File: src/rtl/bsr_pkg.sv
package bsr_pkg;

   typedef enum logic [2:0] {
      OP_HOLD  = 3'd0,
      OP_CLEAR = 3'd1,
      OP_LOAD  = 3'd2,
      OP_SHR   = 3'd3,
      OP_SHL   = 3'd4
   } bsr_op_e;

endpackage

File: src/rtl/bsr_op_decode.sv
module bsr_op_decode
   import bsr_pkg::*;
(
   input  logic    clr_i,
   input  logic    load_i,
   input  logic    shift_en_i,
   input  logic    left_i,
   output bsr_op_e op_o
);

   // clear > load > shift > hold
   always_comb begin
      if (clr_i)           op_o = OP_CLEAR;
      else if (load_i)     op_o = OP_LOAD;
      else if (shift_en_i) op_o = left_i ? OP_SHL : OP_SHR;
      else                 op_o = OP_HOLD;
   end

endmodule

File: src/rtl/bsr_next.sv
module bsr_next
   import bsr_pkg::*;
#(
   parameter int WIDTH = 8
)(
   input  bsr_op_e          op_i,
   input  logic [WIDTH-1:0] q_i,
   input  logic [WIDTH-1:0] d_i,
   input  logic             ser_i,
   output logic [WIDTH-1:0] nxt_o
);

   for (genvar b = 0; b < WIDTH; b++) begin : g_bit
      logic from_hi;
      logic from_lo;

      if (b == WIDTH - 1) begin : g_top
         assign from_hi = ser_i;
      end else begin : g_mid_hi
         assign from_hi = q_i[b+1];
      end

      if (b == 0) begin : g_bot
         assign from_lo = ser_i;
      end else begin : g_mid_lo
         assign from_lo = q_i[b-1];
      end

      always_comb begin
         unique case (op_i)
            OP_CLEAR: nxt_o[b] = 1'b0;
            OP_LOAD:  nxt_o[b] = d_i[b];
            OP_SHR:   nxt_o[b] = from_hi;
            OP_SHL:   nxt_o[b] = from_lo;
            default:  nxt_o[b] = q_i[b];
         endcase
      end
   end

endmodule

File: src/rtl/bsr_tap.sv
module bsr_tap #(
   parameter int WIDTH = 8
)(
   input  logic [WIDTH-1:0] q_i,
   input  logic             left_i,
   output logic             ser_o
);

   localparam int TOP = WIDTH - 1;

   assign ser_o = left_i ? q_i[TOP] : q_i[0];

endmodule

File: src/rtl/bidir_shift_reg.sv
module bidir_shift_reg
   import bsr_pkg::*;
#(
   parameter int WIDTH       = 8,
   parameter bit ASYNC_RESET = 1'b1
)(
   input  logic             clk,
   input  logic             rst_n,
   input  logic             clr_i,
   input  logic             load_i,
   input  logic             shift_en_i,
   input  logic             left_i,
   input  logic             ser_i,
   input  logic [WIDTH-1:0] d_i,
   output logic [WIDTH-1:0] q_o,
   output logic             ser_o
);

   localparam int TOP = WIDTH - 1;

   if (WIDTH < 2) begin : g_bad_width
      $error("bidir_shift_reg: WIDTH must be at least 2");
   end

   bsr_op_e          op;
   logic [WIDTH-1:0] q_r;
   logic [WIDTH-1:0] q_nxt;

   bsr_op_decode u_dec (
      .clr_i      (clr_i),
      .load_i     (load_i),
      .shift_en_i (shift_en_i),
      .left_i     (left_i),
      .op_o       (op)
   );

   bsr_next #(.WIDTH(WIDTH)) u_next (
      .op_i  (op),
      .q_i   (q_r),
      .d_i   (d_i),
      .ser_i (ser_i),
      .nxt_o (q_nxt)
   );

   if (ASYNC_RESET) begin : g_arst
      always_ff @(posedge clk or negedge rst_n) begin
         if (!rst_n) q_r <= '0;
         else        q_r <= q_nxt;
      end
   end else begin : g_srst
      always_ff @(posedge clk) begin
         if (!rst_n) q_r <= '0;
         else        q_r <= q_nxt;
      end
   end

   bsr_tap #(.WIDTH(WIDTH)) u_tap (
      .q_i    (q_r),
      .left_i (left_i),
      .ser_o  (ser_o)
   );

   assign q_o = q_r;

   p_reset_zero_r1: assert property (@(posedge clk)
      !rst_n |=> (q_o == '0));

   p_clear_zero_r2: assert property (@(posedge clk) disable iff (!rst_n)
      clr_i |=> (q_o == '0));

   p_load_capture_r3: assert property (@(posedge clk) disable iff (!rst_n)
      (!clr_i && load_i) |=> (q_o == $past(d_i)));

   p_shift_right_r4: assert property (@(posedge clk) disable iff (!rst_n)
      (!clr_i && !load_i && shift_en_i && !left_i)
      |=> (q_o == {$past(ser_i), $past(q_o[TOP:1])}));

   p_shift_left_r5: assert property (@(posedge clk) disable iff (!rst_n)
      (!clr_i && !load_i && shift_en_i && left_i)
      |=> (q_o == {$past(q_o[TOP-1:0]), $past(ser_i)}));

   p_hold_r6: assert property (@(posedge clk) disable iff (!rst_n)
      (!clr_i && !load_i && !shift_en_i) |=> $stable(q_o));

   p_tap_r8: assert property (@(posedge clk) disable iff (!rst_n)
      ser_o == (left_i ? q_o[TOP] : q_o[0]));

endmodule

File: config.mk
export PLATFORM = sky130hd
export DESIGN_NAME = bidir_shift_reg
export DESIGN_NICKNAME = d
export VERILOG_FILES = /design/src/rtl/bsr_pkg.sv /design/src/rtl/bsr_op_decode.sv /design/src/rtl/bsr_next.sv /design/src/rtl/bsr_tap.sv /design/src/rtl/bidir_shift_reg.sv
export SDC_FILE = /design/constraint.sdc
export NUM_CORES = 1
export LEC_CHECK = 0
export ABC_AREA = 1
export CORE_MARGIN = 2
export CORE_UTILIZATION = 23
export CTS_CLUSTER_DIAMETER = 100
export DETAILED_ROUTE_END_ITERATION = 6
export HOLD_SLACK_MARGIN = 0.03
export MAX_ROUTING_LAYER = met4
export PLACE_DENSITY_LB_ADDON = 0.08
export SETUP_SLACK_MARGIN = 0.1
export SLEW_MARGIN = 20
export SYNTH_ARGS = -nofsm -noshare
export SYNTH_HDL_FRONTEND = slang
export SYNTH_HIERARCHICAL = 1
export SYNTH_SLANG_ARGS = --single-unit
File: constraint.sdc
create_clock -name clk -period 1 [get_ports clk]
set_input_delay 0.2 -clock clk [delete_from_list [all_inputs] [get_ports clk]]
set_output_delay 0.2 -clock clk [all_outputs]
set_load 0.01 [all_outputs]
Yosys cells after proc, flatten, opt, wreduce, memory -nomap -nowiden
Index checks and enable logic that the tools add are counted.
{"block": "word_totals", "reg_bits": 8, "in_bits": 15, "output_inout_bits": 9, "elab_cells": 19}
{"block": "classes", "eq_ne": 4, "mux": 13, "n_reduce_logical": 1}
{"cell": "$pmux 1 s4", "n": 8}
{"cell": "$mux 3", "n": 4}
{"cell": "$eq 3x2->1 const B", "n": 2}
{"cell": "$reduce_bool 4->1", "n": 1}
{"cell": "$eq 3x1->1 const B", "n": 1}
{"cell": "$eq 3x3->1 const B", "n": 1}
{"cell": "$mux 1", "n": 1}

Logic depth before layout (Yosys ltp)
{"block": "depth", "depth_word": 6, "ltp_mapped": 10, "ltp_nobuf": 9}

Modules after synthesis
Netlist, hierarchy kept.
{"mod": "bsr_next", "instances": 1, "cells_each": 76, "area_each_um2": 380.4, "seq_area_each_um2": 0.0}
{"mod": "bidir_shift_reg", "instances": 1, "cells_each": 8, "area_each_um2": 200.2, "seq_area_each_um2": 200.2}
{"mod": "bsr_op_decode", "instances": 1, "cells_each": 7, "area_each_um2": 32.5, "seq_area_each_um2": 0.0}
{"mod": "bsr_tap", "instances": 1, "cells_each": 4, "area_each_um2": 15.0, "seq_area_each_um2": 0.0}

Least setup slack after synthesis
Ideal clock, no wire load.
{"block": "synth_path", "path_type": "input -> register", "from": "input port left_i", "to": "register q_r[0], in the netlist q_o[0]", "setup_ns": 0.065, "arrival_time_ns": 1.106, "required_time_ns": 0.935, "slack_ns": -0.171, "path_stages": 10, "path_buffers": 1, "path_cell_list": "inv_1 nand2_1 a21oi_1 buf_4 inv_2 nand2_2 nor2_4 nor2_8 nand2_1 nand2_1"}
{"block": "synth_between", "elab_chain_cells": 6, "word_cells_on_any_way": 10, "cone_classes": "eq/ne: 4; mux: 5; reduce/logical: 1"}
{"element": "start: declaration", "line": "bidir_shift_reg.sv:12", "rtl": "input logic left_i,"}
{"element": "$mux 3 * (2 in series)", "line": "bsr_op_decode.sv:15", "rtl": "else if (shift_en_i) op_o = left_i ? OP_SHL : OP_SHR;"}
{"element": "$mux 3 *", "line": "bsr_op_decode.sv:14", "rtl": "else if (load_i) op_o = OP_LOAD;"}
{"element": "$mux 3 *", "line": "bsr_op_decode.sv:13", "rtl": "if (clr_i) op_o = OP_CLEAR;"}
{"element": "net op[1]", "line": "bidir_shift_reg.sv:25", "rtl": "bsr_op_e op;"}
{"element": "$eq 3x3->1, or another cell as far along", "line": "bsr_next.sv:30", "rtl": "unique case (op_i)"}
{"element": "$pmux 1 s4 *", "line": "bsr_next.sv:30"}
{"element": "net q_nxt[0]", "line": "bidir_shift_reg.sv:27", "rtl": "logic [WIDTH-1:0] q_nxt;"}
{"element": "end signal: assignment", "line": "bidir_shift_reg.sv:48", "rtl": "else q_r <= q_nxt;"}
{"element": "end: declaration", "line": "bidir_shift_reg.sv:26", "rtl": "logic [WIDTH-1:0] q_r;"}
The timed path passes the listed nets; every way through them passes the cells marked *.
A chain may end at the register's enable or synchronous reset.

Final worst setup path
{"block": "layout_path", "from": "register q_r[0], in the netlist q_o[0]", "to": "output port q_o[0]"}
{"element": "end: declaration", "line": "bidir_shift_reg.sv:15", "rtl": "output logic [WIDTH-1:0] q_o,"}
No word-level cell between the ends.

==> impl_metrics.yaml <==
clocking:
  root_buffer: "clkbuf_4"
  clkTransAtPathRegs_ns: 0.05
  clk_latency_ns: 0.25
  h-tree-depth: 1
  cts_inserted_buffers: 3
  holdBufCountCts: 0
  clock_path_buffers: 2
  cts_sinks: 8
  cts_tree: "done"
die:
  pin_count: 24
  fp.dieW_um: 56.3
  rows: 18
  start_util: 0.249
  die_h_um: 56.3
  core-area_um2: 2520
  die_area_um2: 3160
timing:
  tightestPinTransition_ns: 0.381
  hold_slack_ns: 0.237
  fmax_mhz: 921
  finalCritPeriodShare: 1.09
  relSlewSlack: 0.745
  timing.final.ws_setup_ns: -0.0856
  setup_violations: 6
  slew_violations: 0
  finalHoldViolations: 0
  skew_ns: 0.00441
  rsz0062_at_grt: "true"
  final.min_clock_period_ns: 1.09
detailed_routing:
  routed_wl_um: 1810
  firstDrtPassIters: 4
  drc_errors: 0
  vias: 744
  drt_iter0_drc: 13
  avgRoutedWirePerCell_um: 10.8
  drtAntennaViolNets: 0
  viasPerCell: 4.43
worst_hold_path:
  hold_path_class: "in2async"
power:
  p_per_area_nw_per_um2: 882
  max-vdd-ir-drop_mv: 0.710
  leakage_nw: 0.618
synth:
  synth_top_flop_cell: "dfrtp_1"
  syn_area_per_cell_um2: 6.61
  synth-seq-cells: 8
  yosysWarnings: 6
  syn_area_um2: 628
  yosysMostFrequentCell: "nand2_1"
  async_flop_share: 1.00
  synth_nets: 110
  syn_inst: 95
  synthTopCellsByArea: "dfrtp_1, nand2_1, nor2_1"
  synth_edf_count: 0
  synth_commonest_cells: "nand2_1, nor2_1, inv_1"
  ys_seq_area_frac: 0.319
  yosysTopAreaCell: "dfrtp_1"
  synth.top_cell.area_share: 0.319
  synthDistinctLibCells: 17
critical_path:
  timing.rr.start: "q_o[0]"
  rr_worst_depth: 6
  reg2reg_to: "q_o[1]"
  crit_arrival_ns: 0.89
  cp-start-kind: "flop"
  worstSetupPathType: "reg2out"
  end_kind: "output port"
  worst-path-max-fanout: 2
  rrSetupSlack_ns: -0.02
  required_ns: 0.80
global_route:
  grt_max_degree: 11
  track_usage: 0.122
  grt_pass1_wl_um: 3000
  grt_pass1_vias: 671
  globalRouteOverflowTotal: 0
  grt_antenna_before_repair: 0
final_layout:
  multi_input_area_um2: 425
  final_area_um2: 1170
  antenna_cells: 0
  area_delta_synth_final_pct: 86.3
  fill_cells: 272
  largest_reg_flops: 8
  drive_above_1_share: 0.406
  fin_nets: 155
  seq_area_um2: 200
run:
  maxCapViolCount: 0
run_status:
  violations: "setup timing"
  outcome: "complete, but fails checks"
place:
  place_ws_ns: -0.848
  io_buffers: 23
  place_area_um2: 1030
  place_congestion: 0.741
  hpwl_um: 1320
metal layers:
metal	GRT usage	vias up	wire length [µm]
li1	-	386	-
met1	0.159	340	846
met2	0.183	16	878
met3	0.0184	2	72
met4	0.0612	0	13
met5	-	-	0
power by group:
group	switching, W	internal [W]
logic	0.000204	0.000222
registers	0.0000153	0.000354
clock network	0.0000998	0.000137
metrics by stage:
stage,utilization,cells,setup TNS [ns],power (W)
after floorplan,-,95,-0.376,0.000540
after global placement,0.407,159,-7.67,0.000759
after detailed placement,0.407,159,-7.94,0.000757
after CTS,0.440,167,-0.797,0.00102
after global routing,0.464,168,-0.684,0.00111
final,0.464,168,-0.250,0.00103
repair_timing:
action,in CTS,in global routing
hold endpoints to repair,0,0
setup endpoints to repair,17,17
pin swaps,34,21
buffers inserted,3,2
cloned,2,0
gates resized for setup,66,15
cells in the final DEF, fill, tap and decap left out, drive strengths merged:
cell type | synthesis | final
nand3 | 9 | 9
nor3 | 1 | 1
o21bai | 1 | 1
nand4 | 8 | 8
a21oi | 1 | 1
dfrtp | 8 | 8
clkdlybuf4s50 | 0 | 10
nand2 | 30 | 30
nor2 | 20 | 21
inv | 14 | 14
buf | 3 | 32
clkbuf | 0 | 3
worst max path at each step:
| stage | end | from | slack, ns | cells after the start |
|---|---|---|---|---|
| 2_1_floorplan | q_o[0] | left_i | -0.05 | 10 |
| 3_3_place_gp | q_o[3] | left_i | -0.81 | 11 |
| 3_5_place_dp | q_o[4] | left_i | -0.85 | 11 |
| 4_1_cts | ser_o | q_o[0] | -0.10 | 3 |
| 5_1_grt | ser_o | q_o[0] | -0.16 | 3 |
| 6_report | q_o[0] | q_o[0] | -0.09 | 2 |
layout make-up:
class	instances	share of cell area
well taps	30	0.0321
clock buffers	3	0.0193
flip-flops and latches	8	0.171
repair buffers	42	0.354
multi-input cells	71	0.364
inverters	14	0.0599
cells by family after synthesis:
family	share of synthesized area
and+or+nand+nor	0.532
AOI/OAI and AO/OA	0.0199
buffers and inverters	0.129
DFF	0.319
critical path, cell delays in order, from the launching register on:
cell	delay, ns
dfrtp_1	0.38
buf_4	0.15
buf_6	0.11
Power figures use the tool's default switching activity.
